[src/rtl/spi_regs_pkg.sv]
package spi_regs_pkg;
  // word addresses
  localparam int unsigned A_GIE   = 7;
  localparam int unsigned A_ISR   = 8;
  localparam int unsigned A_IER   = 10;
  localparam int unsigned A_SRR   = 16;
  localparam int unsigned A_CR    = 24;
  localparam int unsigned A_SR    = 25;
  localparam int unsigned A_TXD   = 26;
  localparam int unsigned A_RXD   = 27;
  localparam int unsigned A_SSR   = 28;
  localparam int unsigned A_TXOCC = 29;
  localparam int unsigned A_RXOCC = 30;

  // control bit positions
  localparam int unsigned CB_LOOP  = 0;
  localparam int unsigned CB_EN    = 1;
  localparam int unsigned CB_MAST  = 2;
  localparam int unsigned CB_CPOL  = 3;
  localparam int unsigned CB_CPHA  = 4;
  localparam int unsigned CB_TXRST = 5;
  localparam int unsigned CB_RXRST = 6;
  localparam int unsigned CB_MANSS = 7;
  localparam int unsigned CB_INHIB = 8;
  localparam int unsigned CB_LSB   = 9;

  localparam logic [9:0]  CR_RESET = 10'h180;
  localparam logic [31:0] SRR_KEY  = 32'h0000_000A;

  typedef struct packed {
    logic cpol;
    logic cpha;
    logic lsb;
    logic loopb;
  } spi_mode_t;
endpackage

[src/rtl/spi_byte_fifo.sv]
module spi_byte_fifo #(
  parameter int unsigned W     = 8,
  parameter int unsigned DEPTH = 16
) (
  input  logic                           clk,
  input  logic                           rst,
  input  logic                           clr,
  input  logic                           push,
  input  logic [W-1:0]                   din,
  input  logic                           pop,
  output logic [W-1:0]                   dout,
  output logic [$clog2(DEPTH+1)-1:0]     count,
  output logic                           empty,
  output logic                           full
);
  localparam int unsigned AW = (DEPTH < 2) ? 1 : $clog2(DEPTH);
  localparam int unsigned CW = $clog2(DEPTH+1);

  logic [W-1:0]  mem [DEPTH];
  logic [AW-1:0] wp, rp;
  logic [CW-1:0] cnt;
  logic          do_push, do_pop;

  assign empty   = (cnt == '0);
  assign full    = (cnt == CW'(DEPTH));
  assign do_push = push && !full;
  assign do_pop  = pop && !empty;
  assign dout    = mem[rp];
  assign count   = cnt;

  always_ff @(posedge clk) begin
    if (do_push) mem[wp] <= din;
  end

  always_ff @(posedge clk) begin
    if (rst || clr) begin
      wp  <= '0;
      rp  <= '0;
      cnt <= '0;
    end else begin
      if (do_push) wp <= (wp == AW'(DEPTH-1)) ? '0 : wp + 1'b1;
      if (do_pop)  rp <= (rp == AW'(DEPTH-1)) ? '0 : rp + 1'b1;
      cnt <= cnt + CW'(do_push) - CW'(do_pop);
    end
  end

  AST_NO_OVERFLOW: assert property (@(posedge clk) disable iff (rst)
    cnt <= CW'(DEPTH));
  AST_FULL_DROP: assert property (@(posedge clk) disable iff (rst)
    (full && push && !pop && !clr) |=> (cnt == CW'(DEPTH)));
  AST_CLR_EMPTIES: assert property (@(posedge clk) disable iff (rst)
    clr |=> (cnt == '0));
endmodule

[src/rtl/spi_shifter.sv]
module spi_shifter
  import spi_regs_pkg::*;
#(
  parameter int unsigned DIV = 2
) (
  input  logic       clk,
  input  logic       rst,
  input  logic       start,
  input  logic [7:0] tx_byte,
  input  spi_mode_t  mode_i,
  input  logic       miso,
  output logic       sclk,
  output logic       mosi,
  output logic       busy,
  output logic       done,
  output logic [7:0] rx_byte
);
  localparam int unsigned DW = (DIV < 2) ? 1 : $clog2(DIV);

  logic          busy_q, done_q, sclk_q, mosi_q;
  logic [DW-1:0] div_cnt;
  logic [4:0]    edge_cnt;
  logic [7:0]    tx_sr, rx_sr, rx_q;
  spi_mode_t     mode_q;
  logic          lead, sample_edge, rx_in, drive_ok;

  function automatic logic first_bit(input logic [7:0] b, input logic lsb);
    return lsb ? b[0] : b[7];
  endfunction

  function automatic logic [7:0] adv(input logic [7:0] b, input logic lsb);
    return lsb ? {1'b0, b[7:1]} : {b[6:0], 1'b0};
  endfunction

  assign lead        = ~edge_cnt[0];
  assign sample_edge = lead ^ mode_q.cpha;
  assign rx_in       = mode_q.loopb ? mosi_q : miso;
  assign drive_ok    = mode_q.cpha || (edge_cnt != 5'd15);

  always_ff @(posedge clk) begin
    if (rst) begin
      busy_q   <= 1'b0;
      done_q   <= 1'b0;
      sclk_q   <= 1'b0;
      mosi_q   <= 1'b0;
      div_cnt  <= '0;
      edge_cnt <= '0;
      tx_sr    <= '0;
      rx_sr    <= '0;
      rx_q     <= '0;
      mode_q   <= '0;
    end else begin
      done_q <= 1'b0;
      if (!busy_q) begin
        sclk_q <= mode_i.cpol;
        if (start) begin
          busy_q   <= 1'b1;
          mode_q   <= mode_i;
          div_cnt  <= '0;
          edge_cnt <= '0;
          rx_sr    <= '0;
          if (!mode_i.cpha) begin
            mosi_q <= first_bit(tx_byte, mode_i.lsb);
            tx_sr  <= adv(tx_byte, mode_i.lsb);
          end else begin
            tx_sr  <= tx_byte;
          end
        end
      end else if (div_cnt == DW'(DIV-1)) begin
        div_cnt <= '0;
        if (edge_cnt == 5'd16) begin
          busy_q <= 1'b0;
          done_q <= 1'b1;
          rx_q   <= rx_sr;
        end else begin
          sclk_q   <= ~sclk_q;
          edge_cnt <= edge_cnt + 5'd1;
          if (sample_edge) begin
            rx_sr <= mode_q.lsb ? {rx_in, rx_sr[7:1]} : {rx_sr[6:0], rx_in};
          end else if (drive_ok) begin
            mosi_q <= first_bit(tx_sr, mode_q.lsb);
            tx_sr  <= adv(tx_sr, mode_q.lsb);
          end
        end
      end else begin
        div_cnt <= div_cnt + 1'b1;
      end
    end
  end

  assign sclk    = sclk_q;
  assign mosi    = mosi_q;
  assign busy    = busy_q;
  assign done    = done_q;
  assign rx_byte = rx_q;

  AST_EDGE_BOUND: assert property (@(posedge clk) disable iff (rst)
    edge_cnt <= 5'd16);
  AST_SCLK_IDLE: assert property (@(posedge clk) disable iff (rst)
    (!busy_q && $past(!busy_q) && $stable(mode_i.cpol)) |-> (sclk_q == mode_i.cpol));
  AST_DONE_IDLE: assert property (@(posedge clk) disable iff (rst)
    done_q |-> !busy_q);
endmodule

[src/rtl/spi_master_regs.sv]
module spi_master_regs
  import spi_regs_pkg::*;
#(
  parameter int unsigned ADDR_W     = 5,
  parameter int unsigned NUM_SS     = 32,
  parameter int unsigned FIFO_DEPTH = 16,
  parameter int unsigned CLK_DIV    = 2
) (
  input  logic              clk,
  input  logic              rst,
  input  logic              bus_wr,
  input  logic              bus_rd,
  input  logic [ADDR_W-1:0] bus_addr,
  input  logic [31:0]       bus_wdata,
  output logic [31:0]       bus_rdata,
  output logic              irq,
  output logic              sclk,
  output logic              mosi,
  input  logic              miso,
  output logic [NUM_SS-1:0] ss_n
);
  localparam int unsigned CW = $clog2(FIFO_DEPTH+1);

  logic [9:0]        cr_q;
  logic [NUM_SS-1:0] ssr_q, ss_q;
  logic              gie_q, irq_q;
  logic [1:0]        ier_q, isr_q, isr_set;
  logic [31:0]       rdata_q;

  logic soft_rst, core_rst;
  logic wr_cr, wr_txd, rd_rxd;
  logic tx_clr, rx_clr, start;
  logic [7:0] tx_dout, rx_dout, shf_rx;
  logic [CW-1:0] tx_cnt, rx_cnt;
  logic tx_empty, tx_full, rx_empty, rx_full;
  logic shf_busy, shf_done;
  spi_mode_t mode;

  assign soft_rst = bus_wr && (bus_addr == ADDR_W'(A_SRR)) && (bus_wdata == SRR_KEY);
  assign core_rst = rst || soft_rst;
  assign wr_cr    = bus_wr && (bus_addr == ADDR_W'(A_CR));
  assign wr_txd   = bus_wr && (bus_addr == ADDR_W'(A_TXD));
  assign rd_rxd   = bus_rd && (bus_addr == ADDR_W'(A_RXD));
  assign tx_clr   = wr_cr && bus_wdata[CB_TXRST];
  assign rx_clr   = wr_cr && bus_wdata[CB_RXRST];

  assign start = cr_q[CB_EN] && cr_q[CB_MAST] && !cr_q[CB_INHIB] && !tx_empty && !shf_busy;

  assign mode.cpol  = cr_q[CB_CPOL];
  assign mode.cpha  = cr_q[CB_CPHA];
  assign mode.lsb   = cr_q[CB_LSB];
  assign mode.loopb = cr_q[CB_LOOP];

  spi_byte_fifo #(.W(8), .DEPTH(FIFO_DEPTH)) u_txq (
    .clk(clk), .rst(core_rst), .clr(tx_clr),
    .push(wr_txd), .din(bus_wdata[7:0]),
    .pop(start), .dout(tx_dout),
    .count(tx_cnt), .empty(tx_empty), .full(tx_full)
  );

  spi_byte_fifo #(.W(8), .DEPTH(FIFO_DEPTH)) u_rxq (
    .clk(clk), .rst(core_rst), .clr(rx_clr),
    .push(shf_done), .din(shf_rx),
    .pop(rd_rxd), .dout(rx_dout),
    .count(rx_cnt), .empty(rx_empty), .full(rx_full)
  );

  spi_shifter #(.DIV(CLK_DIV)) u_shf (
    .clk(clk), .rst(core_rst), .start(start), .tx_byte(tx_dout),
    .mode_i(mode), .miso(miso), .sclk(sclk), .mosi(mosi),
    .busy(shf_busy), .done(shf_done), .rx_byte(shf_rx)
  );

  assign isr_set = {start && (tx_cnt == CW'(1)), shf_done};

  // register file
  always_ff @(posedge clk) begin
    if (core_rst) begin
      cr_q  <= CR_RESET;
      ssr_q <= '1;
      gie_q <= 1'b0;
      ier_q <= '0;
      isr_q <= '0;
    end else begin
      if (wr_cr) cr_q <= bus_wdata[9:0] & ~10'h060;
      if (bus_wr && bus_addr == ADDR_W'(A_SSR)) ssr_q <= bus_wdata[NUM_SS-1:0];
      if (bus_wr && bus_addr == ADDR_W'(A_GIE)) gie_q <= bus_wdata[31];
      if (bus_wr && bus_addr == ADDR_W'(A_IER)) ier_q <= bus_wdata[1:0];
      if (bus_wr && bus_addr == ADDR_W'(A_ISR))
        isr_q <= (isr_q & ~bus_wdata[1:0]) | isr_set;
      else
        isr_q <= isr_q | isr_set;
    end
  end

  // registered outputs
  always_ff @(posedge clk) begin
    if (core_rst) begin
      ss_q    <= '1;
      irq_q   <= 1'b0;
      rdata_q <= '0;
    end else begin
      ss_q  <= (cr_q[CB_MANSS] || start || shf_busy) ? ssr_q : '1;
      irq_q <= gie_q && |(isr_q & ier_q);
      if (bus_rd) begin
        case (bus_addr)
          ADDR_W'(A_GIE):   rdata_q <= {gie_q, 31'd0};
          ADDR_W'(A_ISR):   rdata_q <= {30'd0, isr_q};
          ADDR_W'(A_IER):   rdata_q <= {30'd0, ier_q};
          ADDR_W'(A_CR):    rdata_q <= {22'd0, cr_q};
          ADDR_W'(A_SR):    rdata_q <= {28'd0, tx_full, tx_empty, rx_full, rx_empty};
          ADDR_W'(A_RXD):   rdata_q <= rx_empty ? 32'd0 : {24'd0, rx_dout};
          ADDR_W'(A_SSR):   rdata_q <= 32'(ssr_q);
          ADDR_W'(A_TXOCC): rdata_q <= 32'(tx_cnt);
          ADDR_W'(A_RXOCC): rdata_q <= 32'(rx_cnt);
          default:          rdata_q <= 32'd0;
        endcase
      end
    end
  end

  assign bus_rdata = rdata_q;
  assign irq       = irq_q;
  assign ss_n      = ss_q;

  AST_INHIBIT_HOLD: assert property (@(posedge clk) disable iff (rst)
    (cr_q[CB_INHIB] && !shf_busy) |=> !shf_busy);
  AST_START_GATE: assert property (@(posedge clk) disable iff (rst)
    $rose(shf_busy) |-> $past(cr_q[CB_EN] && cr_q[CB_MAST] && !cr_q[CB_INHIB]));
  AST_RX_EMPTY_ZERO: assert property (@(posedge clk) disable iff (rst)
    (rd_rxd && rx_empty) |=> (bus_rdata == 32'd0));
  AST_SOFT_RST: assert property (@(posedge clk) disable iff (rst)
    soft_rst |=> (cr_q == CR_RESET && ssr_q == '1));
  AST_SS_BUSY: assert property (@(posedge clk) disable iff (rst)
    (shf_busy && $past(shf_busy) && $stable(ssr_q)) |-> (ss_n == ssr_q));
  AST_SS_MANUAL: assert property (@(posedge clk) disable iff (rst)
    (cr_q[CB_MANSS] && $past(cr_q[CB_MANSS]) && $stable(ssr_q)) |-> (ss_n == ssr_q));
endmodule

[config.mk]
export PLATFORM = sky130hd
export DESIGN_NAME = spi_master_regs
export DESIGN_NICKNAME = d
export VERILOG_FILES = /design/src/rtl/spi_regs_pkg.sv /design/src/rtl/spi_byte_fifo.sv /design/src/rtl/spi_shifter.sv /design/src/rtl/spi_master_regs.sv
export SDC_FILE = /design/constraint.sdc
export NUM_CORES = 1
export LEC_CHECK = 0
export ABC_CLOCK_PERIOD_IN_PS = 7850
export BUFFER_PORTS_ARGS = -buffer_cell sky130_fd_sc_hd__buf_2
export CAP_MARGIN = 30
export CORE_AREA = 2 2 203 205
export DETAILED_ROUTE_END_ITERATION = 12
export DIE_AREA = 0 0 205 207
export SYNTH_ARGS = -nofsm -noshare
export SYNTH_HDL_FRONTEND = slang
export SYNTH_HIERARCHICAL = 1
export SYNTH_SLANG_ARGS = --single-unit
[constraint.sdc]
create_clock -name clk -period 7.85 [get_ports clk]
set_clock_uncertainty 0.2 [all_clocks]
set_input_delay 0.785 -clock clk [delete_from_list [all_inputs] [get_ports clk]]
set_output_delay 0.785 -clock clk [all_outputs]
set_load 0.005 [all_outputs]
==> reports/qor.csv <==
metric,value,unit
synth_nets,1392,
hold_viol,0,
row_count,74,
synth_edf_count,256,
grt_antenna_before_repair,0,
critPathTopFamily,buffers and inverters,
wirelength,41400,um
fmax,276,MHz
yosysTopAreaCellShare,42.8,%
path_cells,"buf_2, nor4b_1, nand4_1, o31a_1, clkinv_2, buf_4, or2_2, a21oi_1",
synthesis.area,18000,sq um
hold_path_class,input pin to flip-flop,
synth_simple_gate_area_share,12.0,%
synth_compound_area_share,7.19,%
start_util,44.5,%
status,"finished, final reports clean",
cp-start-kind,input pin,
path_max_fanout,63,
timing.rr.end,u_txq/count[4],
powerDensity,230,nW/um^2
synthMuxAreaShare,12.1,%
die_area,42400,sq um
worstSetupPathType,input pin to flip-flop,
drv_slew,0,
synthMostInstantiatedCell,edfxtp_1,
p_leak,7.09,nW
placed_cell_area,18900,sq um
critPathCaptureType,flip-flop,
dp_cells,1902,
crit_path_start,bus_addr[4],
port_buffers,108,
postCtsHoldBufs,0,
final_cells,1986,
yosys.area.top_type,edfxtp_1,
ctsResizeCount,0,
synth_cell_type_count,71,
drc_errors,0,
drtIter0Drc,825,
fp.coreArea,40400,sq um
cp.depth,8,
cts_tree,built,
io_pins,109,
track_usage,19.5,%
postSynthCellCount,1323,
wl_per_cell,20.8,um
rsz0062_at_grt,false,
via_per_inst,5.58,
fin_area,20400,sq um
fin_crit_sh,46.2,%
utilization,50.5,%
yosys_warnings,6,
finalSetupViolCount,0,
r2r_cells,15,
grt_max_degree,64,
worstMarginPinSlew,0.893,ns
dr.pass1.iters,5,
dr_total_vias,11100,
fin_nets,1487,
worst_ep_required_time,8.10,ns
yosys_most_used_dff,edfxtp_1,
cts_setup_buffers,0,
path_clk_slew,0.06,ns
synth_seq_area_share,62.9,%
drive_gt1_share,18.9,%
slowest_delay,0.68,ns
cp_data_arrival_time,3.87,ns
relSlewSlack,40.4,%
r2r_setup_slack,4.45,ns
r2r_start,u_txq/count[2],
grt_pass1_vias,10900,
hpwl,27000,um
clock-root-buffer,clkbuf_16,
cp_slowest_cell,nor4b_1,
grt_pass1_wl,64000,um
fillers,3487,
synth_xor_area_share,0.585,%
fin_ws,4.22,ns
synth_area_leaders,"edfxtp_1 43%, dfxtp_1 20%, mux4_2 4.9%",
cts_buffer_depth,3,
die_h,207,um
async_flop_share,0,%
area_delta_synth_final,13.4,%
synth_top_family_by_area,multiplexers,
htreeDepth,2,
die_x,205,um
setup_tns,0,ns
maxCapViolCount,0,
clock_latency,0.58,ns
fin_crit,3.63,ns
syn_avg_cell_area,13.6,sq um
grt.overflow.total,0,
numCtsBuffers,46,
yosys-top-cells-count,"256 x edfxtp_1, 181 x dfxtp_1, 160 x nand2_1, 66 x a21oi_1, 58 x nand3_1",
synthAdderAreaFrac,1.96,%
dpl_worst_slack,3.53,ns
ys_ff_latch,437,
postRouteAntennaNets,0,
cts.sinks,437,
critPathBufInv,3,
gp_congestion,0.803,
peakVddDrop,0.204,mV
cells in the final DEF, fill, tap and decap left out, drive strengths merged, types with 21 or more instances in the layout:
cell	count
ha	25
nor2	58
mux4	67
inv	35
buf	121
mux2i	39
edfxtp	256
nand3	58
and2	27
clkbuf	60
a22oi	36
o21ai	21
o211ai	23
dfxtp	181
or3	35
nand2	160
a21oi	68
how the worst min path moves through the flow:
stage                        startpoint       endpoint  slack (ns)  depth (start not counted)
after floorplan               ssr_q[31]       ss_n[31]        0.23                          1
after global placement         ssr_q[9]        ss_n[9]        0.25                          1
after detailed placement  bus_rdata[26]  bus_rdata[26]        0.26                          2
after CTS                 bus_wdata[21]      ssr_q[21]        0.22                          3
after global routing      bus_wdata[25]      ssr_q[25]        0.24                          3
final                     bus_wdata[21]      ssr_q[21]        0.24                          3
registers in the layout, indices dropped and copies added (netlist names), 2 cells and up, named ones only:
register,flops
u_rxq/wp,4
u_txq/count,5
u_shf/rx_sr,8
isr_q,2
ss_n,32
u_rxq/mem,128
u_rxq/count,5
ier_q,2
u_shf/tx_sr,8
bus_rdata,32
u_txq/mem,128
u_txq/wp,4
ssr_q,32
u_shf/edge_cnt,5
u_shf/mode_q,3
cr_q,8
u_txq/rp,4
u_rxq/rp,4
u_shf/rx_byte,8
area by class of cell:
type                    count  area, sq um  share of cell area (%)
diodes                      1         2.50                  0.0123
clock buffers              60         1300                    6.37
clock inverters            23          220                    1.08
flip-flops and latches    437        11300                    55.5
well taps                 532          666                    3.27
repair buffers            121          666                    3.27
multi-input cells         778         6090                    29.9
inverters                  34          129                   0.632
metal layers:
layer	vias up	track usage (%)	wire, um
met1	5548	27.5	18400
met4	0	5.01	875
met3	64	3.41	2270
met2	303	31.3	19800
met5	-	0	0
li1	5172	-	-
worst min-delay path, cell delays in order:
cell	delay (ns)
buf_2	0.09
nand2_1	0.05
nand3_1	0.06
cells by family (layout without fill, tap and decap cells):
kind of cell | Yosys count | in the layout
muxes | 120 | 120
and+or+nand+nor | 429 | 429
xor gates and xnor gates | 12 | 12
buffers and inverters | 108 | 238
other | 0 | 1
AOI/OAI and AO/OA | 190 | 190
DFF | 437 | 437
adders and majority gates | 27 | 27
power by group:
part | switching [mW] | internal [mW]
registers | 0.00482 | 2.42
clock network | 0.907 | 1.27
logic | 0.0632 | 0.0287
metrics by stage:
stage | hold WS, ns | power [mW]
2_1_floorplan | 0.230 | 2.52
3_3_place_gp | 0.254 | 2.56
3_5_place_dp | 0.256 | 2.56
4_1_cts | 0.219 | 4.74
5_1_grt | 0.237 | 4.83
6_report | 0.243 | 4.69
Power figures use the tool's default switching activity.
